**config.mk**
```make
export PLATFORM = sky130hd
export DESIGN_NAME = card_cycle_ctrl
export DESIGN_NICKNAME = d
export VERILOG_FILES = /design/src/rtl/card_bus_pkg.sv /design/src/rtl/card_space_decode.sv /design/src/rtl/card_timing_select.sv /design/src/rtl/card_cycle_fsm.sv /design/src/rtl/card_pin_drive.sv /design/src/rtl/card_cycle_ctrl.sv
export SDC_FILE = /design/constraint.sdc
export NUM_CORES = 1
export LEC_CHECK = 0
export BUFFER_PORTS_ARGS = -buffer_cell sky130_fd_sc_hd__buf_2
export CORE_ASPECT_RATIO = 1.75
export CORE_MARGIN = 4
export CORE_UTILIZATION = 50
export DETAILED_ROUTE_END_ITERATION = 10
export PLACE_DENSITY = 0.8
export SETUP_SLACK_MARGIN = 0.15
export SYNTH_ARGS = -nofsm -noshare
export SYNTH_HDL_FRONTEND = slang
export SYNTH_SLANG_ARGS = --single-unit
```
**constraint.sdc**
```tcl
create_clock -name clk -period 3 [get_ports clk]
set_input_delay 0 -clock clk [delete_from_list [all_inputs] [get_ports clk]]
set_output_delay 0 -clock clk [all_outputs]
set_load 0.005 [all_outputs]
```
**src/rtl/card_bus_pkg.sv**
```systemverilog
package card_bus_pkg;

    localparam int BASE_W  = 3;
    localparam int SLOW_W  = 2;
    localparam int EDGE_W  = 4;
    localparam int IDLE_W  = 3;
    localparam int EXTRA_MAX = 50;
    localparam int CNT_W   = $clog2((2 ** BASE_W) + EXTRA_MAX + (2 ** EDGE_W));

    typedef struct packed {
        logic [BASE_W-1:0] base;
        logic [SLOW_W-1:0] slow;
        logic [EDGE_W-1:0] setup;
        logic [EDGE_W-1:0] hold;
    } tset_t;

    typedef struct packed {
        logic ok;
        logic io;
        logic attr;
        logic wide;
    } space_t;

    typedef enum logic [2:0] {
        ST_IDLE,
        ST_SETUP,
        ST_STROBE,
        ST_HOLD,
        ST_DONE,
        ST_GAP
    } phase_e;

    function automatic logic [CNT_W-1:0] slow_extra(input logic [SLOW_W-1:0] code);
        logic [CNT_W-1:0] v;
        case (code)
            2'd0:    v = CNT_W'(0);
            2'd1:    v = CNT_W'(15);
            2'd2:    v = CNT_W'(30);
            default: v = CNT_W'(EXTRA_MAX);
        endcase
        return v;
    endfunction

    // counter load for the strobe: length minus one
    function automatic logic [CNT_W-1:0] strobe_last(input tset_t t);
        return CNT_W'(t.base) + slow_extra(t.slow);
    endfunction

    function automatic space_t decode_space(input logic [2:0] code);
        space_t s;
        s.ok   = (code != 3'b000);
        s.io   = (code[2] == 1'b0);
        s.attr = (code[2:1] == 2'b11);
        s.wide = code[0];
        return s;
    endfunction

endpackage

```
**src/rtl/card_space_decode.sv**
```systemverilog
module card_space_decode
    import card_bus_pkg::*;
(
    input  logic [2:0] space_code,
    output space_t     info
);

    always_comb begin
        info = decode_space(space_code);
    end

endmodule

```
**src/rtl/card_timing_select.sv**
```systemverilog
module card_timing_select
    import card_bus_pkg::*;
(
    input  tset_t              set_a,
    input  tset_t              set_b,
    input  logic [IDLE_W-1:0]  idle_a,
    input  logic [IDLE_W-1:0]  idle_b,
    input  logic               tsel,
    input  logic               area,
    output tset_t              tim,
    output logic [IDLE_W-1:0]  idle
);

    // strobe-related fields follow the select bit, the gap follows the area
    always_comb begin
        tim  = tsel ? set_b : set_a;
        idle = area ? idle_b : idle_a;
    end

endmodule

```
**src/rtl/card_cycle_fsm.sv**
```systemverilog
module card_cycle_fsm
    import card_bus_pkg::*;
#(
    parameter int ADDR_W = 26,
    parameter int DATA_W = 16
) (
    input  logic              clk,
    input  logic              rst,
    input  logic              req_valid,
    input  logic [ADDR_W-1:0] req_addr,
    input  logic              req_write,
    input  logic [DATA_W-1:0] req_wdata,
    input  space_t            info,
    input  tset_t             tim,
    input  logic [IDLE_W-1:0] idle,
    input  logic [DATA_W-1:0] bus_rdata,
    output logic              req_ready,
    output logic              rsp_ack,
    output logic              rsp_err,
    output logic [DATA_W-1:0] rsp_rdata,
    output phase_e            phase,
    output space_t            info_q,
    output logic              write_q,
    output logic [ADDR_W-1:0] addr_q,
    output logic [DATA_W-1:0] wdata_q
);

    logic [CNT_W-1:0]  cnt;
    tset_t             tim_q;
    logic [IDLE_W-1:0] idle_q;
    logic              err_q;
    logic [DATA_W-1:0] rdata_q;

    always_ff @(posedge clk) begin
        if (rst) begin
            phase   <= ST_IDLE;
            cnt     <= '0;
            tim_q   <= '0;
            idle_q  <= '0;
            err_q   <= 1'b0;
            rdata_q <= '0;
            info_q  <= '0;
            write_q <= 1'b0;
            addr_q  <= '0;
            wdata_q <= '0;
        end else begin
            case (phase)
                ST_IDLE: begin
                    if (req_valid) begin
                        addr_q  <= req_addr;
                        write_q <= req_write;
                        wdata_q <= req_wdata;
                        info_q  <= info;
                        tim_q   <= tim;
                        idle_q  <= idle;
                        if (!info.ok) begin
                            err_q <= 1'b1;
                            phase <= ST_DONE;
                        end else if (tim.setup != '0) begin
                            phase <= ST_SETUP;
                            cnt   <= CNT_W'(tim.setup) - 1'b1;
                        end else begin
                            phase <= ST_STROBE;
                            cnt   <= strobe_last(tim);
                        end
                    end
                end
                ST_SETUP: begin
                    if (cnt == '0) begin
                        phase <= ST_STROBE;
                        cnt   <= strobe_last(tim_q);
                    end else begin
                        cnt <= cnt - 1'b1;
                    end
                end
                ST_STROBE: begin
                    if (cnt == '0) begin
                        if (!write_q) begin
                            rdata_q <= bus_rdata;
                        end
                        if (tim_q.hold != '0) begin
                            phase <= ST_HOLD;
                            cnt   <= CNT_W'(tim_q.hold) - 1'b1;
                        end else begin
                            phase <= ST_DONE;
                        end
                    end else begin
                        cnt <= cnt - 1'b1;
                    end
                end
                ST_HOLD: begin
                    if (cnt == '0) begin
                        phase <= ST_DONE;
                    end else begin
                        cnt <= cnt - 1'b1;
                    end
                end
                ST_DONE: begin
                    err_q <= 1'b0;
                    if (!err_q && idle_q != '0) begin
                        phase <= ST_GAP;
                        cnt   <= CNT_W'(idle_q) - 1'b1;
                    end else begin
                        phase <= ST_IDLE;
                    end
                end
                ST_GAP: begin
                    if (cnt == '0) begin
                        phase <= ST_IDLE;
                    end else begin
                        cnt <= cnt - 1'b1;
                    end
                end
                default: phase <= ST_IDLE;
            endcase
        end
    end

    assign req_ready = (phase == ST_IDLE);
    assign rsp_ack   = (phase == ST_DONE);
    assign rsp_err   = (phase == ST_DONE) && err_q;
    assign rsp_rdata = rdata_q;

    AST_ACK_SINGLE: assert property (@(posedge clk) disable iff (rst)
        rsp_ack |=> !rsp_ack);
    AST_ERR_WITH_ACK: assert property (@(posedge clk) disable iff (rst)
        rsp_err |-> rsp_ack);
    AST_ACCEPT_BLOCKS: assert property (@(posedge clk) disable iff (rst)
        (req_valid && req_ready) |=> !req_ready);
    AST_CTX_HELD: assert property (@(posedge clk) disable iff (rst)
        (phase != ST_IDLE && $past(phase) != ST_IDLE) |-> $stable(addr_q));

endmodule

```
**src/rtl/card_pin_drive.sv**
```systemverilog
module card_pin_drive
    import card_bus_pkg::*;
#(
    parameter int ADDR_W = 26,
    parameter int DATA_W = 16
) (
    input  phase_e            phase,
    input  space_t            info_q,
    input  logic              write_q,
    input  logic [ADDR_W-1:0] addr_q,
    input  logic [DATA_W-1:0] wdata_q,
    output logic [ADDR_W-1:0] card_addr,
    output logic              card_cs,
    output logic              card_en_lo,
    output logic              card_en_hi,
    output logic              card_reg,
    output logic              card_mem_rd,
    output logic              card_mem_wr,
    output logic              card_io_rd,
    output logic              card_io_wr,
    output logic [DATA_W-1:0] card_wdata,
    output logic              card_wdata_oe
);

    logic window;
    logic strobe;

    always_comb begin
        window = info_q.ok &&
                 (phase == ST_SETUP || phase == ST_STROBE || phase == ST_HOLD);
        strobe = info_q.ok && (phase == ST_STROBE);

        card_addr     = addr_q;
        card_cs       = window;
        card_en_lo    = window;
        card_en_hi    = window && info_q.wide;
        card_reg      = window && info_q.attr;
        card_mem_rd   = strobe && !info_q.io && !write_q;
        card_mem_wr   = strobe && !info_q.io &&  write_q;
        card_io_rd    = strobe &&  info_q.io && !write_q;
        card_io_wr    = strobe &&  info_q.io &&  write_q;
        card_wdata    = wdata_q;
        card_wdata_oe = window && write_q;
    end

endmodule

```
**src/rtl/card_cycle_ctrl.sv**
```systemverilog
module card_cycle_ctrl
    import card_bus_pkg::*;
#(
    parameter int ADDR_W = 26,
    parameter int DATA_W = 16
) (
    input  logic              clk,
    input  logic              rst,
    input  logic [BASE_W-1:0] cfg_a_base,
    input  logic [SLOW_W-1:0] cfg_a_slow,
    input  logic [EDGE_W-1:0] cfg_a_setup,
    input  logic [EDGE_W-1:0] cfg_a_hold,
    input  logic [IDLE_W-1:0] cfg_a_idle,
    input  logic [BASE_W-1:0] cfg_b_base,
    input  logic [SLOW_W-1:0] cfg_b_slow,
    input  logic [EDGE_W-1:0] cfg_b_setup,
    input  logic [EDGE_W-1:0] cfg_b_hold,
    input  logic [IDLE_W-1:0] cfg_b_idle,
    input  logic              req_valid,
    output logic              req_ready,
    input  logic [ADDR_W-1:0] req_addr,
    input  logic              req_write,
    input  logic [2:0]        req_space,
    input  logic              req_tsel,
    input  logic              req_area,
    input  logic [DATA_W-1:0] req_wdata,
    output logic              rsp_ack,
    output logic              rsp_err,
    output logic [DATA_W-1:0] rsp_rdata,
    output logic [ADDR_W-1:0] card_addr,
    output logic              card_cs,
    output logic              card_en_lo,
    output logic              card_en_hi,
    output logic              card_reg,
    output logic              card_mem_rd,
    output logic              card_mem_wr,
    output logic              card_io_rd,
    output logic              card_io_wr,
    output logic [DATA_W-1:0] card_wdata,
    output logic              card_wdata_oe,
    input  logic [DATA_W-1:0] card_rdata
);

    space_t            info;
    space_t            info_q;
    tset_t             set_a;
    tset_t             set_b;
    tset_t             tim;
    logic [IDLE_W-1:0] idle;
    phase_e            phase;
    logic              write_q;
    logic [ADDR_W-1:0] addr_q;
    logic [DATA_W-1:0] wdata_q;

    assign set_a = '{base: cfg_a_base, slow: cfg_a_slow, setup: cfg_a_setup, hold: cfg_a_hold};
    assign set_b = '{base: cfg_b_base, slow: cfg_b_slow, setup: cfg_b_setup, hold: cfg_b_hold};

    card_space_decode u_decode (
        .space_code (req_space),
        .info       (info)
    );

    card_timing_select u_tsel (
        .set_a  (set_a),
        .set_b  (set_b),
        .idle_a (cfg_a_idle),
        .idle_b (cfg_b_idle),
        .tsel   (req_tsel),
        .area   (req_area),
        .tim    (tim),
        .idle   (idle)
    );

    card_cycle_fsm #(.ADDR_W(ADDR_W), .DATA_W(DATA_W)) u_fsm (
        .clk       (clk),
        .rst       (rst),
        .req_valid (req_valid),
        .req_addr  (req_addr),
        .req_write (req_write),
        .req_wdata (req_wdata),
        .info      (info),
        .tim       (tim),
        .idle      (idle),
        .bus_rdata (card_rdata),
        .req_ready (req_ready),
        .rsp_ack   (rsp_ack),
        .rsp_err   (rsp_err),
        .rsp_rdata (rsp_rdata),
        .phase     (phase),
        .info_q    (info_q),
        .write_q   (write_q),
        .addr_q    (addr_q),
        .wdata_q   (wdata_q)
    );

    card_pin_drive #(.ADDR_W(ADDR_W), .DATA_W(DATA_W)) u_pins (
        .phase         (phase),
        .info_q        (info_q),
        .write_q       (write_q),
        .addr_q        (addr_q),
        .wdata_q       (wdata_q),
        .card_addr     (card_addr),
        .card_cs       (card_cs),
        .card_en_lo    (card_en_lo),
        .card_en_hi    (card_en_hi),
        .card_reg      (card_reg),
        .card_mem_rd   (card_mem_rd),
        .card_mem_wr   (card_mem_wr),
        .card_io_rd    (card_io_rd),
        .card_io_wr    (card_io_wr),
        .card_wdata    (card_wdata),
        .card_wdata_oe (card_wdata_oe)
    );

    AST_ONE_STROBE: assert property (@(posedge clk) disable iff (rst)
        $onehot0({card_mem_rd, card_mem_wr, card_io_rd, card_io_wr}));
    AST_STROBE_IN_WINDOW: assert property (@(posedge clk) disable iff (rst)
        (card_mem_rd || card_mem_wr || card_io_rd || card_io_wr) |-> card_cs);
    AST_REG_NOT_IO: assert property (@(posedge clk) disable iff (rst)
        card_reg |-> !(card_io_rd || card_io_wr));
    AST_ERR_QUIET: assert property (@(posedge clk) disable iff (rst)
        rsp_err |-> !card_cs);
    AST_OE_NO_READ: assert property (@(posedge clk) disable iff (rst)
        card_wdata_oe |-> !(card_mem_rd || card_io_rd));

endmodule

```
==> metrics.md <==
| Metric | Value |
|---|---|
| Clock Sinks | 86 |
| Die width | 81.4 um |
| VDD IR-drop max | 0.524 mV |
| Dpl ws | 495 ps |
| Async S/R FF share, synth | 0% |
| Chip height | 136 um |
| Crit path max-delay family | adder cells |
| Initial antenna violation count | 0 |
| Yosys warns | 0 |
| # IOs | 169 |
| Predominant post-synthesis flop cell | dfxtp_1 |
| Total wire length | 14700 um |
| Root cell of the clock tree | clkbuf_16 |
| Crit path depth | 10 |
| Post-CTS Setup Repair Bufs | 0 |
| Synthesized net count | 710 |
| Worst EP required | 3230 ps |
| Rel. slew slack | 32.1% |
| Tot GR Track Use | 26.7% |
| Starting Density | 51.5% |
| Startpoint types | flop |
| Clock slew at the register clock pins of the worst setup and hold paths | 60 ps |
| Area Overhead vs Synth | 38.3% |
| Post-synth EDFFs | 0 |
| Critical path capture point type | flop |
| Buffers on Ports | 168 |
| Largest net degree at the start of global routing | 51 |
| Yosys cell types | 62 |
| Detailed-route via count | 5032 |
| P_leak | 2.96 nW |
| Remaining antenna violation count | 0 |
| Final Skew | 5.15 ps |
| Detailed Route Iter0 Violations | 363 |
| RSZ-0062 raised after global routing | false |
| Dpl hpwl | 10100 um |
| CTS H-tree depth | 3 |
| Core ar. | 9150 um2 |
| First-pass GRT wire length | 23300 um |
| Register area share after synthesis | 36.6% |
| Min-delay worst type | in -> reg |
| CTS tree | yes |
| Finished Cell Area | 6510 um2 |
| Detailed-route DRC error count | 0 |
| Final core utilization | 71.2% |
| Post-Syn Instances | 585 |
| Critical path class | reg -> reg |
| CP Cell Sequence | inv_1 -> ha_1 -> ha_1 -> fa_1 -> o21ai_0 -> xnor2_1 -> a21oi_1 -> or3_1 -> o2111ai_1 -> a21oi_1 |
| Vias in the first global route | 5122 |
| Final Hold Viols | 0 |
| Hold Crit Depth | 3 |
| Total CTS buffers | 9 |
| Final setup vio count | 0 |
| Finished Layout Cells | 925 |
| TritonRoute pass-1 iters | 5 |
| Final WS setup | 551 ps |
| WP data arrival | 2680 ps |
| Pwr Density | 836 nW/um2 |
| Outcome | complete, no violations |
| Worst-Skew Late Latency | 340 ps |
| DR vias/cell | 5.44 |
| Slew Viols, Final | 0 |
| R2R cell count | 10 |
| Post-CTS sizing | 0 |
| Final total power | 5.45 mW |
| Total gr overflow | 0 |
| Max-Cap Viols | 0 |
| Slew @ Worst Pin | 1020 ps |
| Hold slack final | 16.1 ps |
| Wire length per cell | 15.9 um |
| Crit share post-route | 81.6% |
| Synth Cell Area | 4710 um2 |
| Final min period | 2450 ps |
| Highest clock rate | 0.408 GHz |
| Worst Path Buf+Inv | 1 |
| Setup TNS | 0 ps |
| Placer congestion estimate | 0.904 |
| Crit-path max cell delay | 420 ps |
| Row count | 46 |
| Post-Place Cells | 844 |
| Seq cells post-synth | 86 |
| Mean Syn Cell Area | 8.05 um2 |
| Placed Area | 5570 um2 |
| Max Root-Sink Buffers | 2 |
| Slowest CP cell | fa_1 |
| Share of layout cells above drive strength 1 | 27.2% |
| Nets | 922 |
| Total Die Area | 11100 um2 |
| Crit Path Max Fanout | 5 |
-- metal layers --
layer  track usage, %  up-vias  wire length, um
met4             16.8        0              716
met2             47.7      196             8060
met3             6.10       61              827
li1                 -     2429                -
met1             27.0     2346             5110
met5                0        -                0
-- registers in the layout (all words and copies together), names as in the netlist --
| signal | count |
|---|---|
| u_fsm.addr_q | 26 |
| u_fsm.rsp_rdata | 16 |
| u_fsm.wdata_q | 16 |
| u_fsm.tim_q | 9 |
| u_fsm.cnt | 7 |
| u_fsm.info_q | 4 |
| u_fsm.idle_q | 3 |
| u_fsm.phase | 3 |
| u_fsm.err_q | 1 |
| u_fsm.write_q | 1 |
-- worst register-to-register path, cell delays in order (launching register included) --
cell and delay [ps]:
dfxtp_1 400, inv_1 90, ha_1 180, ha_1 220, fa_1 420, o21ai_0 210
xnor2_1 170, a21oi_1 100, or3_1 360, o2111ai_1 100, a21oi_1 90
-- timing repair --
action / 4_1_cts / 5_1_grt
hold buffers: 62 / 0
setup endpoints to repair: 0 / 0
endpoints found under the hold margin: 62 / 0
-- synthesized netlist by cell type, drive strengths merged (5+ instances only) --
master,count,area (um2)
nand3,7,35.0
nor2,38,145
buf,20,141
o21ai,12,63.8
a211oi,15,158
nand2b,5,31.3
nand2,141,537
or3,5,36.3
clkbuf,16,60.1
inv,21,78.8
ha,24,300
dfxtp,86,1720
nor3b,5,53.8
a31oi,5,31.3
and2,6,37.5
a21oi,81,409
mux2i,19,203
xnor2,8,70.1
xor2,7,61.3
nor3,14,92.6
-- placed cells by master (no fill, tap or decap), drive strengths merged, types with 5 or more instances in the layout --
cell / instances
nand2: 141
nor2: 38
nor3: 14
or3: 5
o21ai: 12
nor3b: 5
buf: 175
xor2: 7
ha: 24
a21oi: 81
xnor2: 8
dfxtp: 86
nand2b: 5
mux2i: 19
inv: 23
a31oi: 5
nand3: 7
clkbuf: 11
and2: 6
dlygate4sd3: 62
a211oi: 15
-- layout make-up --
class,instances,area (um2)
antenna,3,7.51
clock buffer,11,253
clock inverter,5,65.1
fill,661,2640
inverter,21,78.8
multi-input combinational,442,2710
sequential,86,1720
tap,120,150
timing repair buffer,237,1530
-- path summary, 6_finish.rpt --
check,from,to,slack (ps)
worst max-delay path,u_fsm.tim_q[9],u_fsm.cnt[4],550
worst min-delay path,cfg_a_hold[3],u_fsm.tim_q[3],20
worst max register to register,u_fsm.tim_q[9],u_fsm.cnt[4],550
worst min register to register,u_fsm.addr_q[0],u_fsm.addr_q[0],450
-- where the power goes --
part	total, mW	internal, mW	switching, mW
Clock	1.17	0.699	0.473
Combinational	2.58	1.07	1.50
Sequential	1.70	1.41	0.293
Total	5.45	3.18	2.27
-- kinds of logic after synthesis --
kind of cell	synth area share [%]
adders and majority gates	7.23
xor gates and xnor gates	2.79
and+or+nand+nor	23.0
muxes	4.54
buffers and inverters	5.95
DFF	36.6
AOI/OAI and AO/OA	20.0
No activity file was read; power rests on OpenSTA's default activity.
